**src/rtl/branch_target_unit.sv**
```systemverilog
module branch_target_unit #(
  parameter int AW = 8,
  parameter int DW = 8,
  parameter int INSN_BYTES = 4,
  parameter int SELW = 4
) (
  input  logic          clk,
  input  logic          rst_n,
  input  logic [7:0]    op_i,
  input  logic [3:0]    flags_i,
  input  logic [AW-1:0] pc_i,
  input  logic [DW-1:0] opa_i,
  input  logic [DW-1:0] opb_i,
  input  logic [AW-1:0] addr_i,
  input  logic [DW-1:0] rega_i,
  input  logic [DW-1:0] regb_i,
  input  logic          step_i,
  output logic          taken_o,
  output logic [AW-1:0] target_o,
  output logic [AW-1:0] next_pc_o,
  output logic [AW-1:0] pc_q_o,
  output logic          taken_q_o
);
  localparam logic [SELW-1:0] PC_SEL = '1;
  localparam logic [AW-1:0]   STEP   = AW'(INSN_BYTES);

  logic          is_branch, cond;
  logic [AW-1:0] reg_a, base, off_ext, seq_pc;
  logic [DW-1:0] reg_b, off_raw;

  assign is_branch = op_i[1] & ~op_i[3];
  assign cond      = flags_i[op_i[7:6]] ^ op_i[2];
  assign taken_o   = is_branch & cond;

  assign reg_a   = (opa_i[SELW-1:0] == PC_SEL) ? pc_i : AW'(rega_i);
  assign reg_b   = (opb_i[SELW-1:0] == PC_SEL) ? DW'(pc_i) : regb_i;

  assign base    = op_i[4] ? reg_a : AW'(opa_i);
  assign off_raw = op_i[5] ? reg_b : opb_i;
  assign off_ext = AW'($signed(off_raw));

  always_comb begin
    if (op_i[0]) target_o = base + off_ext;
    else         target_o = op_i[4] ? reg_a : addr_i;
  end

  assign seq_pc    = pc_i + STEP;
  assign next_pc_o = taken_o ? target_o : seq_pc;

  always_ff @(posedge clk or negedge rst_n) begin
    if (!rst_n) begin
      pc_q_o    <= '0;
      taken_q_o <= 1'b0;
    end else if (step_i) begin
      pc_q_o    <= next_pc_o;
      taken_q_o <= taken_o;
    end
  end
endmodule

```
**config.mk**
```make
export PLATFORM = sky130hd
export DESIGN_NAME = branch_target_unit
export DESIGN_NICKNAME = d
export VERILOG_FILES = /design/src/rtl/branch_target_unit.sv
export SDC_FILE = /design/constraint.sdc
export NUM_CORES = 1
export LEC_CHECK = 0
export ABC_CLOCK_PERIOD_IN_PS = 4950
export BUFFER_PORTS_ARGS = -buffer_cell sky130_fd_sc_hd__buf_2
export CAP_MARGIN = 10
export CORE_ASPECT_RATIO = 2
export CORE_MARGIN = 3
export CORE_UTILIZATION = 40
export DETAILED_ROUTE_END_ITERATION = 10
export HOLD_SLACK_MARGIN = 0.03
export PLACE_DENSITY = 0.74
export SKIP_CTS_REPAIR_TIMING = 1
export SYNTH_ARGS = -nofsm -noshare
export SYNTH_HDL_FRONTEND = slang
export SYNTH_SLANG_ARGS = --single-unit
```
**constraint.sdc**
```tcl
create_clock -name clk -period 4.95 [get_ports clk]
set_input_delay 0.99 -clock clk [delete_from_list [all_inputs] [get_ports clk]]
set_output_delay 0.99 -clock clk [all_outputs]
set_load 0.01 [all_outputs]
```
==> metrics, run 1 <==
status=complete, no violations; drt drc=0; Tmin final=4.62 ns; Setup WS pre-CTS=0.317 ns; Final #Nets=roughly 350; routability cong.=0.806; Crit Path Class=in -> out; drt first pass iters=4; Worst path most repeated cell=buf_2; cts bufs inserted=3; synthesized area=1440 µm²; final wirelength=4540 µm; Root Buffer=clkbuf_8; Max Fclk=216 MHz; ranking of synthesized cells by area=dfrtp_1 16%, nor2_1 8.1%, ha_1 7.0%; post-synthesis sequential area ratio=0.157; Hold WC Path Type=reg -> reg; share of the synthesized area in the top cell type=0.157; layout cells sized above 1=0.388; CP Cell Sequence=buf_2, and4_1, nand2_1, a31oi_1, ha_1, inv_1, fa_1, nor2b_1, o21ai_0, a21o_1, a2111o_1, o21a_1, buf_2; Post-synth ARST share=1.00; Chip Width=48.4 µm; Max stage delay cell, worst path=fa_1; initial core utilization=0.421; Worst Path Required=3.96 ns; yosys warns=0; pin count of the biggest net entering global routing=21; Avg WL per Cell=13.9 µm; cell count after synthesis=195; GRT Total Usage=0.213; core box area=3420 µm²; Startpoint Class=primary input; Final Hold Fails=0; register area=between 200 and 250 µm²; Detail Route Antenna Nets=0; Layout fillers=357; # H-tree levels=1; number of global-route vias before repair=1840; Site Rows=30; Max VDD drop=196 µV; first-pass GRT wire length=7530 µm; arrival time at the worst endpoint=3.63 ns; Final Cycle Share=0.933; mean post-synth cell area=about 7.4 µm²; most area-hungry cell type in the Yosys netlist=dfrtp_1; Lkg Pwr=1.04 nW; clk_lat worst skew=0.24 ns; Worst Skew=0 ns; setup violators final=0; via count=1739; critical path fanouts, max=8; initial antenna violation count=0; CP endpoint kind=output port; power density over the cells=202 nW/µm²; Worst-path clk slew=~0.040 ns; Worst path max stage delay=just under 0.4 ns; Mapped Nets=around 270; Synth Flop Type=dfrtp_1; Worst Tran Pin Value=0.522 ns; Post-synth EDFFs=0; # port buffers=88; Multi-input gate area=1120 µm²; Yosys reg bits=9; slew margin rel.=0.643; RSZ-0062 raised after global routing=false; IO Pins=slightly below 90; Antenna Cells=0; setup total negative slack=0 ns; Area Growth Syn to Fin=35.9%; total of max-cap violations=0; clk sinks=9; grt total ovfl=0; 1st-iter DRT viols=27; die height=90.8 µm; Max Root-Sink Buffers=2; Final Max Tran Viols=0; Via density=5.33; CTS tree=yes; die area=between 4000 and 5000 µm²; most common cell after layout, fill and taps aside=buf_2; placed wire-length estimate=3930 µm; Final WS setup=about 0.33 ns; commonest non-fill, non-tap cells in the layout=88 x buf_2, 31 x nor2_1, 24 x nand2_1; Cell variety after synth=45
-- through the flow --
step | cells | utilization | hold WS (ns) | cell area, µm² | power [mW]
after detailed placement | 322 | 0.559 | 0.491 | 1910 | 0.309
after CTS | 326 | 0.572 | 0.501 | 1950 | 0.398
after floorplan | 195 | - | 0.551 | 1440 | 0.224
final | 326 | 0.572 | 0.497 | 1950 | 0.394
after global routing | 326 | 0.572 | 0.530 | 1950 | 0.426
after global placement | 322 | 0.559 | 0.486 | 1910 | 0.304
-- per-layer routing --
layer	vias up	GRT usage	share of wire
li1	873	-	-
met1	796	0.202	0.37
met2	57	0.410	0.54
met3	13	0.0347	0.052
met4	0	0.124	0.039
met5	-	0	0
-- sequential cells by signal, indices dropped and copies added (netlist names) --
register,cells
taken_q_o,1
pc_q_o,8
-- area by class of cell --
cell class	count	area share
timing repair buffer	90	0.233
inverter	13	0.0250
tap	48	0.0307
sequential	9	0.115
clock buffer	4	0.0231
multi-input combinational	162	0.573
-- Yosys cell counts (4+ instances only) --
master    count
o22ai_1       4
dfrtp_1       9
a21o_1        5
mux2i_1      10
nor2_1       31
a21oi_1      12
ha_1          8
nand3_1       4
a31oi_1       7
nand2_1      24
mux2_2        7
xnor2_1       4
a311oi_1      6
o21ai_0       4
inv_1        13
clkbuf_1      7
-- critical path: cells and delay by family --
family                   cells  cell delay [ns]
AO/OA/AOI/OAI                5             1.15
adder cells (fa/ha/maj)      2             0.58
buffers and inverters        3             0.29
AND/OR/NAND/NOR              3             0.62
-- cells by family (layout without fill, tap and decap cells) --
kind of cell               count (synthesis)  in the layout  synth area share
AOI/OAI and AO/OA                         52             52             0.249
xor gates and xnor gates                   7              7            0.0426
muxes                                     19             19             0.151
buffers and inverters                     24            107            0.0653
adders and majority gates                  9              9            0.0836
and+or+nand+nor                           75             75             0.252
DFF                                        9              9             0.157
-- worst paths after layout --
check,startpoint,end,slack [ns],cells after the start
max in group asynchronous,rst_n,pc_q_o[1]$_DFFE_PN0P_,4.18,1
min in group asynchronous,rst_n,pc_q_o[6]$_DFFE_PN0P_,0.59,1
min reg2reg,taken_q_o$_DFFE_PN0P_,taken_q_o$_DFFE_PN0P_,0.50,1
min,taken_q_o$_DFFE_PN0P_,taken_q_o$_DFFE_PN0P_,0.50,1
max reg2reg,pc_q_o[3]$_DFFE_PN0P_,pc_q_o[3]$_DFFE_PN0P_,4.20,1
max,opa_i[0],next_pc_o[6],0.33,13
-- report_power, final --
| part | switching, mW | internal, mW |
|---|---|---|
| logic | 0.116 | 0.102 |
| registers | 0.00517 | 0.0847 |
| clock network | 0.0295 | 0.0561 |
Power figures use the tool's default switching activity.
==> run 2: changes to the inputs <==
--- a/config.mk
+++ b/config.mk
@@ -5,6 +5,7 @@
 export SDC_FILE = /design/constraint.sdc
 export NUM_CORES = 1
 export LEC_CHECK = 0
+export ABC_AREA = 1
 export ABC_CLOCK_PERIOD_IN_PS = 4950
 export BUFFER_PORTS_ARGS = -buffer_cell sky130_fd_sc_hd__buf_2
 export CAP_MARGIN = 10
==> run 2 against run 1 <==
- critical path depth is 4 higher
- critical endpoint is now next_pc_o[7]
- clock-buffer cell count stayed put
- core utilization hardly changed
- synthesized area is 2.0% higher
- highest routed layer unchanged
- fmax is 6.0% higher
- first-iteration DRC count is 22% higher
==> metrics, run 2 <==
power density over the cells=a little under 200 nW/µm²; Reg with most FFs=pc_q_o; initial core utilization=0.425; Worst Skew=0 ns; clk sinks=9; clk_lat worst skew=0.23 ns; ranking of synthesized cells by area=nand2_1 26%, dfrtp_1 15%, a21oi_1 8.9%; Final #Nets=approximately 420; Cell variety after synth=32; total of max-cap violations=0; first-pass GRT wire length=7750 µm; Tmin final=4.36 ns; mean post-synth cell area=about 5.7 µm²; Mapped Nets=330; drt first pass iters=4; Post-synth EDFFs=0; Worst Path Required=just under 4 ns; yosys warns=0; Max Root-Sink Buffers=2; die height=91.6 µm; Worst Tran Pin Value=0.446 ns; Avg WL per Cell=~12 µm; Final Cycle Share=0.881; layout cells sized above 1=0.308; # H-tree levels=1; share of the synthesized area in the top cell type=0.264; die area=4470 µm²; Area Growth Syn to Fin=34.7%; Multi-input gate area=1090 µm²; CP endpoint kind=output port; post-synthesis sequential area ratio=0.154; most area-hungry cell type in the Yosys netlist=nand2_1; register area=225 µm²; Via density=~4.8; Chip Width=just under 50 µm; cts bufs inserted=3; Startpoint Class=primary input; most common cell after layout, fill and taps aside=nand2_1; core box area=between 3000 and 4000 µm²; drt drc=0; placed wire-length estimate=4140 µm; IO Pins=89; Layout fillers=410; final wirelength=about 4600 µm; Root Buffer=clkbuf_8; grt total ovfl=0; number of global-route vias before repair=1884; most common cell in the netlist=nand2_1; Yosys reg bits=9; arrival time at the worst endpoint=about 3.4 ns; Worst-path clk slew=0.04 ns; Tot Pwr=approximately 400 µW; commonest non-fill, non-tap cells in the layout=103 x nand2_1, 88 x buf_2, 27 x inv_1; Detail Route Antenna Nets=0; Antenna Cells=0; Final Max Tran Viols=0; status=complete, no violations; # port buffers=88; Hold WC Path Type=reg -> reg; Max VDD drop=107 µV; via count=1881; max FFs per register=8; slew margin rel.=0.703; pin count of the biggest net entering global routing=15; Synth Flop Type=dfrtp_1; 1st-iter DRT viols=33; setup violators final=0; synthesized area=~1500 µm²; critical path fanouts, max=12; Post-synth ARST share=1.00; CTS tree=yes; cell count after synthesis=258; initial antenna violation count=0; Final Hold Fails=0; Max Fclk=roughly 230 MHz; GRT Total Usage=0.214; Lkg Pwr=roughly 1.2 nW; commonest cells in the netlist=103 x nand2_1, 27 x inv_1, 26 x a21oi_1; setup total negative slack=0 ns; routability cong.=0.910; Site Rows=30; Regs by FF count=pc_q_o (8), taken_q_o (1); Crit Path Class=in -> out; RSZ-0062 raised after global routing=false
[run 2: area by class of cell]
cell class / count / area share
multi-input cells: 213 / 0.551
repair buffers: 89 / 0.227
flip-flops and latches: 9 / 0.114
inverters: 29 / 0.0551
well taps: 48 / 0.0304
clock buffers: 4 / 0.0228
[run 2: logic make-up after synthesis]
| kind of cell | count (synthesis) | synth area share |
|---|---|---|
| simple gates | 143 | 0.406 |
| xor+xnor | 8 | 0.0478 |
| buf+inv | 36 | 0.104 |
| compound gates | 53 | 0.206 |
| flops | 9 | 0.154 |
| fa+ha+maj | 9 | 0.0819 |
[run 2: critical path, cell delays in order]
cell and delay, ns:
buf_2 0.10, inv_1 0.26, buf_4 0.25, a21oi_1 0.05, o21ai_0 0.15, nand2_1 0.09, ha_1 0.38, a21oi_1 0.14
nand2_1 0.13, a21oi_1 0.22, inv_1 0.06, nand3_1 0.08, nand2_1 0.05, nand2_1 0.07, nand3_1 0.08, and2_1 0.16
buf_2 0.13
[run 2: where the power goes]
group | switching (mW) | internal, mW | total (mW)
logic | 0.128 | 0.0923 | 0.220
clock network | 0.0272 | 0.0559 | 0.0831
registers | 0.00393 | 0.0830 | 0.0869
[run 2: through the flow]
| step | cells | hold slack [ns] | instance area (µm²) | setup WS [ns] | util |
|---|---|---|---|---|---|
| after floorplan | 258 | 0.516 | 1470 | 1.11 | - |
| after global placement | 388 | 0.456 | 1930 | 0.655 | 0.559 |
| after detailed placement | 388 | 0.460 | 1930 | 0.602 | 0.559 |
| after CTS | 392 | 0.473 | 1980 | 0.603 | 0.572 |
| after global routing | 392 | 0.493 | 1980 | 0.278 | 0.572 |
| final | 392 | 0.467 | 1980 | 0.592 | 0.572 |
[run 2: routing by layer]
layer | part of all wire | wire length, µm | vias to the layer above | GRT usage
li1 | - | - | 999 | -
met1 | 0.33 | 1500 | 797 | 0.193
met2 | 0.59 | 2680 | 69 | 0.434
met3 | 0.050 | 230 | 16 | 0.0293
met4 | 0.032 | 146 | 0 | 0.112
met5 | 0 | 0 | - | 0
[run 2: worst paths after layout]
kind / endpoint / depth (start not counted) / startpoint / slack, ns
worst max-delay path: next_pc_o[7] / 17 / op_i[4] / 0.59
worst min-delay path: pc_q_o[3]$_DFFE_PN0P_ / 2 / pc_q_o[3]$_DFFE_PN0P_ / 0.47
worst max register to register: pc_q_o[6]$_DFFE_PN0P_ / 2 / pc_q_o[6]$_DFFE_PN0P_ / 4.32
worst min register to register: pc_q_o[3]$_DFFE_PN0P_ / 2 / pc_q_o[3]$_DFFE_PN0P_ / 0.47
max in group asynchronous: taken_q_o$_DFFE_PN0P_ / 1 / rst_n / 4.18
min in group asynchronous: pc_q_o[7]$_DFFE_PN0P_ / 1 / rst_n / 0.60
==> run 3: changes to the inputs <==
--- a/config.mk
+++ b/config.mk
@@ -11,10 +11,10 @@
 export CAP_MARGIN = 10
 export CORE_ASPECT_RATIO = 2
 export CORE_MARGIN = 3
-export CORE_UTILIZATION = 40
+export CORE_UTILIZATION = 44
 export DETAILED_ROUTE_END_ITERATION = 10
 export HOLD_SLACK_MARGIN = 0.03
-export PLACE_DENSITY = 0.74
+export PLACE_DENSITY = 0.8
 export SKIP_CTS_REPAIR_TIMING = 1
 export SYNTH_ARGS = -nofsm -noshare
 export SYNTH_HDL_FRONTEND = slang
==> run 3 against run 2 <==
- hold slack worse by 0.0023 ns
- setup slack worse by 0.017 ns
- critical endpoint unchanged
- clock skew unchanged
- wire length up 2.2%
==> metrics, run 3 (synthesis gave the netlist of run 2 again) <==
status=complete, no violations; worst hold margin=0.465 ns; Worst-path clk slew=about 0.04 ns; Hold WC Path Type=reg -> reg; Via density=5.14; Regs by FF count=pc_q_o (8), taken_q_o (1); clk_lat worst skew=0.23 ns; 1st-iter DRT viols=39; die area=around 4100 µm²; met2 wire length=roughly 2700 µm; CP Cell Sequence=buf_2, inv_1, buf_4, a21oi_1, o21ai_0, nand2_1, ha_1, a21oi_1, nand2_1, a21oi_1, inv_1, nand3_1, nand2_1, nand2_1, nand3_1, and2_1, buf_2; Final Cycle Share=0.884; Final Max Tran Viols=0; Area Growth Syn to Fin=33.3%; routability cong.=1.01; Final WS setup=0.575 ns; Tot Pwr=392 µW; Max VDD drop=101 µV; CTS tree=yes; design area=1950 µm²; Hold Crit Depth=2; die height=87.6 µm; drt first pass iters=4; Worst Path Required=3.96 ns; Startpoint Class=primary input; via count=1926; drt drc=0; Max Fclk=229 MHz; arrival time at the worst endpoint=3.39 ns; Antenna Cells=0; CP endpoint kind=output port; Worst R2R Path Depth=2; Setup WS pre-CTS=0.588 ns; met3 WL=~240 µm; Max Root-Sink Buffers=2; placed wire-length estimate=4190 µm; Worst Skew=0 ns; reg2reg setup slack=4.32 ns; total of max-cap violations=0; Avg WL per Cell=approximately 12 µm; M1 WL=1500 µm; first-pass GRT wire length=7670 µm; slew margin rel.=0.706; setup total negative slack=0 ns; Root Buffer=clkbuf_8; max FFs per register=8; Tmin final=4.38 ns; power density over the cells=200 nW/µm²; Chip Width=46.8 µm; Worst path max stage delay=about 0.38 ns; number of global-route vias before repair=1927; initial antenna violation count=0; layout cells sized above 1=0.308; Lkg Pwr=1.18 nW; GRT Total Usage=0.244; setup violators final=0; # port buffers=88; core box area=3190 µm²; grt total ovfl=0; commonest non-fill, non-tap cells in the layout=103 x nand2_1, 88 x buf_2, 27 x inv_1; Worst path most repeated cell=nand2_1; Site Rows=29; uppermost layer routed=met4; initial core utilization=0.459; critical path fanouts, max=12; Worst Tran Pin Value=0.440 ns; Max stage delay cell, worst path=ha_1; pin count of the biggest net entering global routing=15; RSZ-0062 raised after global routing=false; cts bufs inserted=3; # H-tree levels=1; area post-placement=1910 µm²; final wirelength=4660 µm; most common cell after layout, fill and taps aside=nand2_1; IO Pins=89; clk sinks=9; Detail Route Antenna Nets=0; Final Hold Fails=0; Crit Path Class=in -> out; Final #Nets=417; Reg with most FFs=pc_q_o
## run 3: cell counts in the layout (fill, tap and decap cells not counted)
Identical to the previous run, type by type.
## run 3: routing by layer
layer / up-vias / global-route usage
met4: 0 / 0.128
met2: 87 / 0.461
met1: 813 / 0.241
li1: 1001 / -
met3: 25 / 0.0206
met5: - / 0
## run 3: power by group
group	switching, mW	internal, mW	leakage [nW]
clock network	0.0258	0.0558	0.0228
logic	0.131	0.0926	1.05
registers	0.00392	0.0830	0.110
## run 3: cell type report
class | instances | area [µm²]
well taps | 31 | 38.8
multi-input cells | 213 | 1090
repair buffers | 89 | 448
fillers | 354 | 1240
clock buffers | 4 | 45.0
inverters | 29 | 109
flip-flops and latches | 9 | 225
## run 3: stage by stage
| step | cells | utilization |
|---|---|---|
| after global placement | 371 | 0.598 |
| after CTS | 375 | 0.612 |
| after detailed placement | 371 | 0.598 |
| final | 375 | 0.612 |
| after global routing | 375 | 0.612 |
| after floorplan | 258 | - |
## run 3: final timing paths
| check | from | endpoint |
|---|---|---|
| worst max-delay path | op_i[4] | next_pc_o[7] |
| worst min-delay path | pc_q_o[0]$_DFFE_PN0P_ | pc_q_o[0]$_DFFE_PN0P_ |
| worst max register to register | pc_q_o[6]$_DFFE_PN0P_ | pc_q_o[6]$_DFFE_PN0P_ |
| worst min register to register | pc_q_o[0]$_DFFE_PN0P_ | pc_q_o[0]$_DFFE_PN0P_ |
| max in group asynchronous | rst_n | pc_q_o[3]$_DFFE_PN0P_ |
| min in group asynchronous | rst_n | taken_q_o$_DFFE_PN0P_ |
## run 3: worst max-delay path, delay by kind of cell
family / cells / cell delay, ns
compound gates: 4 / 0.56
fa+ha+maj: 1 / 0.38
buf+inv: 5 / 0.79
simple gates: 7 / 0.65
